`src/rtl/dir_pkg.sv`:
```
package dir_pkg;
  typedef enum logic [1:0] {
    ST_I = 2'd0,
    ST_S = 2'd1,
    ST_E = 2'd2
  } coh_e;

  typedef enum logic [1:0] {
    MSG_DATA = 2'b00,
    MSG_FWD  = 2'b01,
    MSG_INV  = 2'b10
  } msg_e;
endpackage

```
`src/rtl/dir_store.sv`:
```
module dir_store
  import dir_pkg::*;
#(
  parameter int NODES  = 4,
  parameter int ADDR_W = 3
) (
  input  logic              clk_i,
  input  logic              rst_ni,
  input  logic [ADDR_W-1:0] rd_idx_i,
  output coh_e              rd_state_o,
  output logic [NODES-1:0]  rd_sh_o,
  input  logic              wr_en_i,
  input  logic [ADDR_W-1:0] wr_idx_i,
  input  coh_e              wr_state_i,
  input  logic [NODES-1:0]  wr_sh_i
);
  localparam int BLOCKS = 1 << ADDR_W;

  coh_e             st_q [BLOCKS];
  logic [NODES-1:0] sh_q [BLOCKS];

  always_ff @(posedge clk_i or negedge rst_ni) begin
    if (!rst_ni) begin
      for (int i = 0; i < BLOCKS; i++) begin
        st_q[i] <= ST_I;
        sh_q[i] <= '0;
      end
    end else if (wr_en_i) begin
      st_q[wr_idx_i] <= wr_state_i;
      sh_q[wr_idx_i] <= wr_sh_i;
    end
  end

  assign rd_state_o = st_q[rd_idx_i];
  assign rd_sh_o    = sh_q[rd_idx_i];

  a_r5_excl_one_holder: assert property (@(posedge clk_i) disable iff (!rst_ni)
    (wr_en_i && wr_state_i == ST_E) |-> ($countones(wr_sh_i) == 1));
  a_r8_read_keeps_sharers: assert property (@(posedge clk_i) disable iff (!rst_ni)
    (wr_en_i && wr_state_i == ST_S) |-> ((wr_sh_i & sh_q[wr_idx_i]) == sh_q[wr_idx_i]));
endmodule

```
`src/rtl/dir_policy.sv`:
```
module dir_policy
  import dir_pkg::*;
#(
  parameter int NODES = 4,
  parameter int NID_W = 2
) (
  input  logic             excl_i,
  input  logic [NID_W-1:0] src_i,
  input  coh_e             state_i,
  input  logic [NODES-1:0] sh_i,
  output coh_e             nxt_state_o,
  output logic [NODES-1:0] nxt_sh_o,
  output logic             need_data_o,
  output logic             fwd_o,
  output logic [NID_W-1:0] fwd_dst_o,
  output logic [NODES-1:0] inv_o
);
  logic [NODES-1:0] self_bit;
  logic             remote_owner;

  assign self_bit     = NODES'(1) << src_i;
  assign remote_owner = (state_i == ST_E) && (sh_i != self_bit);

  always_comb begin
    fwd_dst_o = '0;
    for (int i = NODES - 1; i >= 0; i--) begin
      if (sh_i[i]) fwd_dst_o = NID_W'(i);
    end
  end

  always_comb begin
    if (excl_i) begin
      nxt_state_o = ST_E;
      nxt_sh_o    = self_bit;
      need_data_o = 1'b1;
      fwd_o       = 1'b0;
      inv_o       = sh_i & ~self_bit;
    end else begin
      nxt_state_o = ST_S;
      nxt_sh_o    = sh_i | self_bit;
      need_data_o = !remote_owner;
      fwd_o       = remote_owner;
      inv_o       = '0;
    end
  end
endmodule

```
`src/rtl/dir_issue.sv`:
```
module dir_issue
  import dir_pkg::*;
#(
  parameter int NODES  = 4,
  parameter int NID_W  = 2,
  parameter int ADDR_W = 3,
  parameter int LINE_W = 32
) (
  input  logic                 clk_i,
  input  logic                 rst_ni,
  input  logic                 accept_i,
  input  logic                 need_data_i,
  input  logic                 fwd_i,
  input  logic [NID_W-1:0]     fwd_dst_i,
  input  logic [NODES-1:0]     inv_i,
  input  logic [NID_W-1:0]     src_i,
  input  logic [ADDR_W-1:0]    addr_i,
  input  logic [LINE_W-1:0]    mem_data_i,
  input  logic                 msg_ready_i,
  output logic                 busy_o,
  output logic [1:0]           msg_valid_o,
  output logic [3:0]           msg_type_o,
  output logic [2*NID_W-1:0]   msg_dst_o,
  output logic [ADDR_W-1:0]    msg_addr_o,
  output logic [LINE_W-1:0]    msg_data_o
);
  typedef enum logic [1:0] {PH_IDLE, PH_FETCH, PH_SEND} phase_e;

  phase_e            phase_q;
  logic              rpl_q, fwd_q;
  logic [NODES-1:0]  inv_q, inv_low, inv_rest;
  logic [NID_W-1:0]  fdst_q, src_q, inv_idx;
  logic [ADDR_W-1:0] addr_q;
  logic [LINE_W-1:0] line_q;
  msg_e              lane1_type;

  assign inv_low  = inv_q & (~inv_q + NODES'(1));
  assign inv_rest = inv_q & ~inv_low;

  always_comb begin
    inv_idx = '0;
    for (int i = NODES - 1; i >= 0; i--) begin
      if (inv_q[i]) inv_idx = NID_W'(i);
    end
  end

  always_ff @(posedge clk_i or negedge rst_ni) begin
    if (!rst_ni) begin
      phase_q <= PH_IDLE;
      rpl_q   <= 1'b0;
      fwd_q   <= 1'b0;
      inv_q   <= '0;
      fdst_q  <= '0;
      src_q   <= '0;
      addr_q  <= '0;
      line_q  <= '0;
    end else begin
      case (phase_q)
        PH_IDLE: if (accept_i) begin
          rpl_q   <= need_data_i;
          fwd_q   <= fwd_i;
          fdst_q  <= fwd_dst_i;
          inv_q   <= inv_i;
          src_q   <= src_i;
          addr_q  <= addr_i;
          phase_q <= need_data_i ? PH_FETCH : PH_SEND;
        end
        PH_FETCH: begin
          line_q  <= mem_data_i;
          phase_q <= PH_SEND;
        end
        PH_SEND: if (msg_ready_i) begin
          rpl_q <= 1'b0;
          fwd_q <= 1'b0;
          inv_q <= inv_rest;
          if (inv_rest == '0) phase_q <= PH_IDLE;
        end
        default: phase_q <= PH_IDLE;
      endcase
    end
  end

  // lane 0: data reply, paired with first invalidate; lane 1: forward or invalidate
  assign lane1_type     = fwd_q ? MSG_FWD : MSG_INV;
  assign busy_o         = (phase_q != PH_IDLE);
  assign msg_valid_o[0] = (phase_q == PH_SEND) && rpl_q;
  assign msg_valid_o[1] = (phase_q == PH_SEND) && (fwd_q || (inv_q != '0));
  assign msg_type_o     = {lane1_type, MSG_DATA};
  assign msg_dst_o      = {(fwd_q ? fdst_q : inv_idx), src_q};
  assign msg_addr_o     = addr_q;
  assign msg_data_o     = line_q;

  a_r10_hold_on_stall: assert property (@(posedge clk_i) disable iff (!rst_ni)
    ((msg_valid_o != 2'b00) && !msg_ready_i) |=>
      ($stable(msg_valid_o) && $stable(msg_type_o) && $stable(msg_dst_o) &&
       $stable(msg_addr_o) && $stable(msg_data_o)));
  a_r6_reply_with_first_inv: assert property (@(posedge clk_i) disable iff (!rst_ni)
    (msg_valid_o[1] && msg_type_o[3:2] == 2'(MSG_INV) && msg_ready_i) |=> !msg_valid_o[0]);
  a_r3_forward_alone: assert property (@(posedge clk_i) disable iff (!rst_ni)
    (msg_valid_o[1] && msg_type_o[3:2] == 2'(MSG_FWD)) |-> !msg_valid_o[0]);
  a_r5_no_self_inv: assert property (@(posedge clk_i) disable iff (!rst_ni)
    (msg_valid_o[1] && msg_type_o[3:2] == 2'(MSG_INV)) |->
      (msg_dst_o[2*NID_W-1:NID_W] != msg_dst_o[NID_W-1:0]));
endmodule

```
`src/rtl/dir_home_ctrl.sv`:
```
module dir_home_ctrl
  import dir_pkg::*;
#(
  parameter int NODES  = 4,
  parameter int ADDR_W = 3,
  parameter int LINE_W = 32,
  localparam int NID_W = (NODES > 1) ? $clog2(NODES) : 1
) (
  input  logic               clk_i,
  input  logic               rst_ni,
  input  logic               req_valid_i,
  output logic               req_ready_o,
  input  logic               req_excl_i,
  input  logic [NID_W-1:0]   req_src_i,
  input  logic [ADDR_W-1:0]  req_addr_i,
  output logic               mem_rd_en_o,
  output logic [ADDR_W-1:0]  mem_rd_addr_o,
  input  logic [LINE_W-1:0]  mem_rd_data_i,
  output logic [1:0]         msg_valid_o,
  input  logic               msg_ready_i,
  output logic [3:0]         msg_type_o,
  output logic [2*NID_W-1:0] msg_dst_o,
  output logic [ADDR_W-1:0]  msg_addr_o,
  output logic [LINE_W-1:0]  msg_data_o
);
  coh_e             cur_state, nxt_state;
  logic [NODES-1:0] cur_sh, nxt_sh, inv_vec;
  logic             need_data, fwd, busy, accept;
  logic [NID_W-1:0] fwd_dst;

  assign req_ready_o   = !busy;
  assign accept        = req_valid_i && req_ready_o;
  assign mem_rd_en_o   = accept && need_data;
  assign mem_rd_addr_o = req_addr_i;

  dir_store #(.NODES(NODES), .ADDR_W(ADDR_W)) i_store (
    .clk_i, .rst_ni,
    .rd_idx_i   (req_addr_i),
    .rd_state_o (cur_state),
    .rd_sh_o    (cur_sh),
    .wr_en_i    (accept),
    .wr_idx_i   (req_addr_i),
    .wr_state_i (nxt_state),
    .wr_sh_i    (nxt_sh)
  );

  dir_policy #(.NODES(NODES), .NID_W(NID_W)) i_policy (
    .excl_i      (req_excl_i),
    .src_i       (req_src_i),
    .state_i     (cur_state),
    .sh_i        (cur_sh),
    .nxt_state_o (nxt_state),
    .nxt_sh_o    (nxt_sh),
    .need_data_o (need_data),
    .fwd_o       (fwd),
    .fwd_dst_o   (fwd_dst),
    .inv_o       (inv_vec)
  );

  dir_issue #(.NODES(NODES), .NID_W(NID_W), .ADDR_W(ADDR_W), .LINE_W(LINE_W)) i_issue (
    .clk_i, .rst_ni,
    .accept_i    (accept),
    .need_data_i (need_data),
    .fwd_i       (fwd),
    .fwd_dst_i   (fwd_dst),
    .inv_i       (inv_vec),
    .src_i       (req_src_i),
    .addr_i      (req_addr_i),
    .mem_data_i  (mem_rd_data_i),
    .msg_ready_i,
    .busy_o      (busy),
    .msg_valid_o,
    .msg_type_o,
    .msg_dst_o,
    .msg_addr_o,
    .msg_data_o
  );

  a_r9_busy_after_accept: assert property (@(posedge clk_i) disable iff (!rst_ni)
    (req_valid_i && req_ready_o) |=> !req_ready_o);
  a_r11_no_msg_while_fetch: assert property (@(posedge clk_i) disable iff (!rst_ni)
    mem_rd_en_o |=> (msg_valid_o == 2'b00));
endmodule

```
`config.mk`:
```
export PLATFORM = sky130hd
export DESIGN_NAME = dir_home_ctrl
export DESIGN_NICKNAME = d
export VERILOG_FILES = /design/src/rtl/dir_pkg.sv /design/src/rtl/dir_store.sv /design/src/rtl/dir_policy.sv /design/src/rtl/dir_issue.sv /design/src/rtl/dir_home_ctrl.sv
export SDC_FILE = /design/constraint.sdc
export NUM_CORES = 1
export LEC_CHECK = 0
export BUFFER_PORTS_ARGS = -buffer_cell sky130_fd_sc_hd__buf_2
export CAP_MARGIN = 20
export CORE_UTILIZATION = 35
export DETAILED_ROUTE_END_ITERATION = 7
export SLEW_MARGIN = 20
export SYNTH_ARGS = -nofsm -noshare
export SYNTH_HDL_FRONTEND = slang
export SYNTH_SLANG_ARGS = --single-unit
```
`constraint.sdc`:
```
create_clock -name clk_i -period 6.7 [get_ports clk_i]
set_clock_uncertainty 0.15 [all_clocks]
set_input_delay 0.335 -clock clk_i [delete_from_list [all_inputs] [get_ports clk_i]]
set_output_delay 0.335 -clock clk_i [all_outputs]
set_load 0.01 [all_outputs]
```
Word level (Yosys, flattened, before mapping)
Cells that the tools add are included.
{ "classes": {"n_addsub": 1, "n_lt_le_gt_ge": 2, "n_eq_ne": 7, "n_shift": 1, "mux": 40, "bitwise_logic": 8, "n_reduce_logical": 17} }
{ "ops": {"columns": ["op", "count"], "rows": [
  ["$mux 2", 18],
  ["$bwmux 32", 1],
  ["$mux 4", 7],
  ["$bwmux 16", 1],
  ["$and 4x4->4", 3],
  ["$bmux 4 s3", 1],
  ["$demux 4 s3", 1],
  ["$not 4->4", 3],
  ["$pmux 4 s2", 1],
  ["$bmux 2 s3", 1],
  ["$demux 2 s3", 1],
  ["$logic_and 1x1->1", 6],
  ["$pmux 2 s3", 1],
  ["$reduce_and 3->1", 2],
  ["$mux 1", 5],
  ["$add 4x1->4 const B", 1],
  ["$eq 2x2->1 const B", 2],
  ["$ge 4x4->1 const B", 1],
  ["$logic_not 4->1", 1],
  ["$lt 4x1->1 const B", 1],
  ["$ne 2x2->1 const B", 2],
  ["$ne 4x4->1", 1],
  ["$not 3->4", 1],
  ["$or 4x4->4", 1],
  ["10 further kinds", 13]
]} }
{ "totals": {"ff_bits": 95, "input_bits": 42, "out_inout_bits": 50, "elab_cells": 100} }

Logic depth before layout (Yosys ltp)
Gate-level depths: netlist (run 1).
{ "logic_depth": {"depth_word": 11, "ltp_mapped": 10, "mapped_depth_nobuf": 8} }

Cells and area by module
Synthesis (run 1) repeated with hierarchy kept, for this count alone.
{ "unflattened": {"cells_unflattened": 313, "hier_area_um2": 4553.1} }
{ "by_module_without_submodules": {"columns": ["mod", "n_inst", "cells_per_inst", "area_each_um2", "seq_area_each_um2"], "rows": [
  ["dir_store", 1, 132, 2264.7, 1201.2],
  ["dir_issue", 1, 140, 1984.4, 1176.1],
  ["dir_policy", 1, 35, 262.8, 0.0],
  ["dir_home_ctrl", 1, 6, 41.3, 0.0]
]} }

Least setup slack after synthesis (run 1)
Ideal clock, no wire load.
{ "synth_timing": {"path_kind": "input-to-output", "start": "input port req_addr_i[0]", "end": "output port mem_rd_en_o", "arrival_ns": 2.359, "required_ns": 6.215, "setup_slack_ns": 3.856, "cell_stages": 10, "n_path_buf": 2, "cell_sequence": "buf_6 buf_8 mux4_2 mux2_2 inv_1 ha_1 nor4_1 a311oi_1 and3_4 nor2_1"} }
{ "synth_between": {"elab_chain_len": 9, "word_cells_on_any_way": 13, "cone_classes": "eq/ne: 2; mux: 7; bitwise: 1; reduce/logical: 3"} }
{ "synth_lines": {"columns": ["item", "line_no", "text"], "rows": [
  ["start, declared", "dir_home_ctrl.sv:15", "input logic [ADDR_W-1:0] req_addr_i,"],
  ["$not 3->4 (implied by the code) (*)", "dir_store.sv:34, dir_store.sv:35", null],
  ["$bmux 4 s3 / $bmux 2 s3 (equally long branches)", "dir_store.sv:35, dir_store.sv:34", null],
  ["$mux 4 (implied by the code) / $mux 2 (equally long branches) (2 in series)", "dir_store.sv:35, dir_store.sv:34", null],
  ["$ne 4x4->1 / $eq 2x2->1 (equally long branches)", "dir_policy.sv:22", "assign remote_owner = (state_i == ST_E) && (sh_i != self_bit);"],
  ["$logic_and 1x1->1 (*)", "dir_policy.sv:22", null],
  ["$logic_not 1->1 (*)", "dir_policy.sv:41", "need_data_o = !remote_owner;"],
  ["$mux 1 (*)", "dir_policy.sv:32", "if (excl_i) begin"],
  ["$logic_and 1x1->1 (*)", "dir_home_ctrl.sv:33", "assign mem_rd_en_o = accept && need_data;"],
  ["end, declared", "dir_home_ctrl.sv:16", "output logic mem_rd_en_o,"]
]} }
Mark *: on every way between the ends. The rest lies on a longest branch, timed or not. The select of a mux whose other input is x is not followed.

Worst setup path after layout (run 1)
Same ends and word-level chain as after synthesis.

==> impl_metrics.yaml, run 1 <==
critical_path:
  cp_data_required_time_ns: 6.21
  slowest_stage: "mux4_2"
  crit_type: "primary input to output pin"
  crit_chain: "buf_2, mux4_2, mux2_2, inv_1, ha_1, nor4_1, a311oi_1, and3_4, nor2_1, buf_2"
  critPathMaxStageDelay_ns: 0.59
  startpoint_type: "primary input"
  arrival_ns: 2.80
  cp-end-kind: "output pin"
  cp_common_cell: "buf_2"
  path_max_fanout: 21
routing:
  via_per_inst: 5.02
  wirelength_microns: 9100
  drt_iter0_drc: 135
  drcViolationCount: 0
  num_vias: 2974
  firstDrtPassIters: 4
  drtAntennaViolNets: 0
  wl_per_cell_microns: 15.3
synthesis:
  synth_compound_area_frac: 0.0819
  yosysTopAreaCell: "dfrtp_1"
  synth_top_family_by_area: "multiplexers"
  synth-seq-cells: 95
  synth_area_leaders: "dfrtp_1, mux2_2, nand2_1"
  synth_most_common_cell: "dfrtp_1"
  synthFlopType: "dfrtp_1"
  synthTopCellsByCount: "dfrtp_1, nand2_1, mux2_2, o21ai_0, clkbuf_1"
  synth-edff-count: 0
  yosysTopAreaCellShare: 0.554
  muxShareOfSynthArea: 0.196
  synth-xor-area-share: 0
  syn_avg_cell_area_sq_um: 11.8
  yosys.area_share.simple: 0.101
  synth_fa_ha_area_frac: 0.0256
  netlist_instances: 363
  netlist-cell-type-count: 41
  async_flop_share: 1.00
  synth-warning-count: 0
  ys_seq_area_frac: 0.554
  synth_area_sq_um: 4290
timing:
  rsz0062_at_grt: "no"
  setup_viol: 0
  post-route-min-period_ns: 3.29
  tns_ns: 0
  maxSlewViolCount: 0
  maxSlewHeadroom: 0.421
  max_freq_mhz: 304
  final_hold_viol_count: 0
  period_share: 0.491
  tightest_slew_ns: 0.868
die:
  dieArea_sq_um: 12700
  core-area_sq_um: 12000
  rows: 40
  die_w_microns: 113
  initial_core_util: 0.359
  io_pins: 92
  die_y_microns: 113
flow_run:
  maxCapViolations: 0
clock_network:
  insertion_delay_ns: 0.34
  root_buffer: "clkbuf_16"
  cts_buffers: 9
  htreeDepth: 3
  clock_sinks: 95
  cts_tree: "built"
  cts_buffer_depth: 2
  path_clk_slew_ns: 0.07
  cts_setup_buffers: 0
global_routing:
  grt_max_degree: 69
  grt_pass1_wl_microns: 14900
  grt_overflow: 0
  track_usage: 0.151
  grt_pass1_vias: 2949
  antenna_found_initial: 0
place:
  placed_cell_area_sq_um: 4810
  portBuffers: 89
  dp_hpwl_microns: 6410
  gp_congestion: 0.866
power:
  power.leakage_nw: 2.45
  ir_drop_mv: 0.255
  p_per_area_nw_per_um2: 456
worst_hold_path:
  hold_path.class: "primary input to register"
final_layout:
  final_cell_area_sq_um: 5170
  drive_above_1_share: 0.377
  fillers: 1163
  antenna_cells: 0
  area_growth_pct: 20.3
  fin_nets: 491
outcome:
  status: "finished clean"
[registers in the layout, summed over array words and instances, names as in the netlist]
register,flops
i_issue.inv_q,4
i_issue.rpl_q,1
i_issue.phase_q,2
i_issue.msg_addr_o,3
i_issue.src_q,2
i_store.st_q,16
i_issue.fdst_q,2
i_store.sh_q,32
i_issue.msg_data_o,32
i_issue.fwd_q,1
[cell usage in the layout, fill, tap and decap left out, drive strengths merged, types with 2 or more instances in the layout]
| cell type | instances |
|---|---|
| dfrtp | 95 |
| buf | 92 |
| nand2 | 65 |
| mux2 | 51 |
| o21ai | 40 |
| nor2 | 13 |
| clkbuf | 11 |
| mux4 | 10 |
| a21oi | 9 |
| inv | 9 |
| ha | 8 |
| nand3 | 4 |
| nor2b | 4 |
| nand2b | 3 |
| bufinv | 3 |
| and3 | 3 |
| mux2i | 2 |
| o31ai | 2 |
| a31oi | 2 |
| a22o | 2 |
| conb | 2 |
| o41ai | 2 |
[worst paths after layout]
| kind | startpoint | endpoint | slack [ns] | depth (start not counted) |
|---|---|---|---|---|
| max | req_addr_i[0] | mem_rd_en_o | 3.41 | 10 |
| min | mem_rd_data_i[6] | i_issue.msg_data_o[6] | 0.07 | 2 |
| max in group asynchronous | rst_ni | i_store.sh_q[5] | 4.91 | 3 |
| min reg2reg | i_issue.src_q[1] | i_issue.src_q[1] | 0.32 | 2 |
| min in group asynchronous | rst_ni | i_issue.msg_data_o[30] | 0.29 | 2 |
| max reg2reg | i_store.sh_q[12] | i_issue.phase_q[1] | 4.02 | 8 |
[timing repair]
item                      CTS  global route
hold endpoints to repair   27             0
hold buffers                1             0
resized for setup           0             0
[stage by stage]
step | hold WS, ns | worst slack, ns | total power, mW | utilization | instances
2_1_floorplan | -0.111 | 3.86 | 1.50 | - | 364
3_3_place_gp | 0.114 | 3.43 | 1.76 | 0.402 | 576
3_5_place_dp | 0.122 | 3.40 | 1.78 | 0.402 | 576
4_1_cts | 0.0571 | 3.40 | 2.38 | 0.432 | 593
5_1_grt | 0.0609 | 3.21 | 2.52 | 0.432 | 593
6_report | 0.0702 | 3.41 | 2.36 | 0.432 | 593
[cells by family (layout without fill, tap and decap cells)]
family | count (synthesis) | after routing
and+or+nand+nor | 99 | 99
DFF | 95 | 95
muxes | 63 | 63
AOI/OAI and AO/OA | 61 | 61
buffers and inverters | 35 | 117
adders and majority gates | 9 | 9
other | 1 | 2
[report_power, final]
part | switching (mW) | internal, mW
Combinational | 0.388 | 0.393
Clock | 0.215 | 0.376
Sequential | 0.143 | 0.842
Total | 0.746 | 1.61
[layer usage]
layer / vias to the layer above / global-route usage / wire, microns
met5: - / 0 / 0
met4: 0 / 0.0542 / 146
met3: 12 / 0.0332 / 343
met2: 73 / 0.235 / 4260
met1: 1481 / 0.208 / 4340
li1: 1408 / - / -
[area by class of cell]
cell class	count	area [sq um]	area share
Tap cell	147	184	0.0356
Multi-Input combinational cell	234	1750	0.338
Clock buffer	11	243	0.0470
Clock inverter	5	104	0.0201
Timing Repair Buffer	93	480	0.0930
Inverter	8	30.0	0.00581
Sequential cell	95	2380	0.460
[critical path, delay by kind of cell]
family                     cells  cell delay [ns]
buffers and inverters          3             0.65
muxes                          2             0.92
and+or+nand+nor                3             0.59
adders and majority gates      1             0.22
AOI/OAI and AO/OA              1             0.08
Power figures use the tool's default switching activity.
==> inputs of run 2 (changes only) <==
==> constraint.sdc (replaced) <==
create_clock -name clk_i -period 3.35 [get_ports clk_i]
set_clock_uncertainty 0.15 [all_clocks]
set_input_delay 0.1675 -clock clk_i [delete_from_list [all_inputs] [get_ports clk_i]]
set_output_delay 0.1675 -clock clk_i [all_outputs]
set_load 0.01 [all_outputs]
==> run 2 against run 1 <==
  * Highest routed layer unchanged
  * Hold slack lost 0.0080 ns
  * Power increased by 97%
  * Register-to-register slack worse by 3.4 ns
  * Global-route usage increased by 0.79 points
  * Sequential share of layout area fell by 2.8 points
  * Setup slack lost 3.0 ns
  * Combinational power increased by 110%
  * Non-clock buffer count is 37 higher
  * Routed wire length rose by 5.3%
  * Final area rose by 6.4%
  * Sequential cell count unchanged
  * Largest power group unchanged
==> impl_metrics.yaml, run 2 (synthesis gave the netlist of run 1 again) <==
global_routing:
  use_met1: 0.215
  track_usage: 0.159
  grtUsageMet2: 0.256
  grt-busiest-layer: "met2"
  grt_pass1_wl_microns: 15800
  antenna_found_initial: 0
  grt_pass1_vias: 3140
  grt_max_degree: 74
  grt_overflow: 0
  met3_usage: 0.0343
timing:
  final_hold_viol_count: 0
  setup_viol: 0
  tns_ns: 0
  tightest_slew_ns: 0.915
  worst_hold_slack_ns: 0.0622
  maxSlewViolCount: 0
  rsz0062_at_grt: "no"
  max_freq_mhz: 337
  maxSlewHeadroom: 0.390
  post-route-min-period_ns: 2.97
  period_share: 0.886
power:
  p_total_mw: 4.65
  power.leakage_nw: 2.59
  swShare: 0.322
  ir_drop_mv: 0.414
  p_per_area_nw_per_um2: 845
  p_int_mw: 3.15
  power.net_switching_mw: 1.50
  p_clk_frac: 0.232
  combinationalPowerShare: 0.344
  power_frac_seq: 0.424
final_layout:
  area_growth_pct: 28.1
  final_common_cell: "dfrtp_1"
  antenna_cells: 0
  drive_above_1_share: 0.352
  final_cell_mix: "dfrtp_1, buf_2, nand2_1"
  fin_util: 0.460
  fin_nets: 528
routing:
  via_per_inst: 4.87
  drt_iter0_drc: 168
  wl_per_cell_microns: 15.2
  num_vias: 3069
  firstDrtPassIters: 4
  drtAntennaViolNets: 0
  wirelength_microns: 9590
  drcViolationCount: 0
clock_network:
  cts_buffer_depth: 2
  path_clk_slew_ns: 0.06
  clock_sinks: 95
  cts_setup_buffers: 0
  htreeDepth: 3
  cts_tree: "built"
  root_buffer: "clkbuf_16"
  insertion_delay_ns: 0.34
  cts_buffers: 9
place:
  portBuffers: 89
  gp_congestion: 0.818
  dp_hpwl_microns: 6440
die:
  die_y_microns: 113
  rows: 40
  initial_core_util: 0.359
  die_w_microns: 113
  core-area_sq_um: 12000
  dieArea_sq_um: 12700
  io_pins: 92
critical_path:
  path_max_fanout: 5
  cp_data_required_time_ns: 3.03
  startpoint_type: "register"
  crit_type: "register to output pin"
  cp-end-kind: "output pin"
  arrival_ns: 2.65
outcome:
  status: "finished clean"
worst_hold_path:
  hold_path.class: "primary input to register"
flow_run:
  maxCapViolations: 0
[run 2: cell types whose count changed in the layout (fill, tap and decap cells not counted), sizes merged]
cell,previous run,this run
clkbuf,11,10
clkinvlp,0,2
dlygate4sd3,1,36
buf,92,94
bufinv,3,2
clkinv,1,2
inv,9,8
[run 2: layer usage]
| metal | routed length (microns) | vias up |
|---|---|---|
| met2 | 4610 | 66 |
| met1 | 4460 | 1507 |
| li1 | - | 1487 |
| met4 | 106 | 0 |
| met5 | 0 | - |
| met3 | 406 | 9 |
[run 2: stage by stage]
| stage | std cells | cell area, sq um | setup slack [ns] |
|---|---|---|---|
| after floorplan | 364 | 4300 | 0.721 |
| after global placement | 578 | 4820 | 0.394 |
| after detailed placement | 578 | 4820 | 0.366 |
| after CTS | 630 | 5500 | 0.360 |
| after global routing | 630 | 5500 | 0.211 |
| final | 630 | 5500 | 0.380 |
[run 2: power groups by stage]
stage | combinational, mW | sequential (mW) | clock, mW
2_1_floorplan | 0.953 | 2.04 | 0
3_3_place_gp | 1.54 | 1.97 | 0
3_5_place_dp | 1.57 | 2.00 | 0
4_1_cts | 1.61 | 1.97 | 1.10
5_1_grt | 1.77 | 2.04 | 1.14
6_report | 1.60 | 1.97 | 1.08
[run 2: layout make-up]
cell class,count,area (sq um)
Tap cell,147,184
Multi-Input combinational cell,234,1750
Inverter,8,30.0
Sequential cell,95,2380
Clock buffer,10,229
Fill cell,1109,6460
Clock inverter,6,85.1
Timing Repair Buffer,130,846
[run 2: final timing paths]
path | start | endpoint | slack (ns) | depth (start not counted)
max reg2reg | i_store.sh_q[12] | i_issue.phase_q[1] | 0.64 | 8
max in group asynchronous | rst_ni | i_store.sh_q[18] | 1.96 | 3
max | i_store.sh_q[12] | mem_rd_en_o | 0.38 | 9
min reg2reg | i_issue.msg_addr_o[0] | i_issue.msg_addr_o[0] | 0.32 | 2
min | req_addr_i[1] | i_issue.msg_addr_o[1] | 0.06 | 3
min in group asynchronous | rst_ni | i_issue.msg_data_o[15] | 0.35 | 2
[run 2: worst max-delay path: stages (launching register included)]
cell      delay (ns)
dfrtp_1         0.38
mux4_2          0.47
mux2_2          0.32
inv_1           0.07
ha_1            0.22
nor4_1          0.32
a311oi_1        0.09
and3_4          0.22
nor2_1          0.07
buf_2           0.14
[run 2: repair_timing]
item / CTS / global route
hold buffers: 36 / 0
endpoints found under the hold margin: 106 / 0
gates resized for setup: 0 / 0
endpoints found under the setup margin: 0 / 0
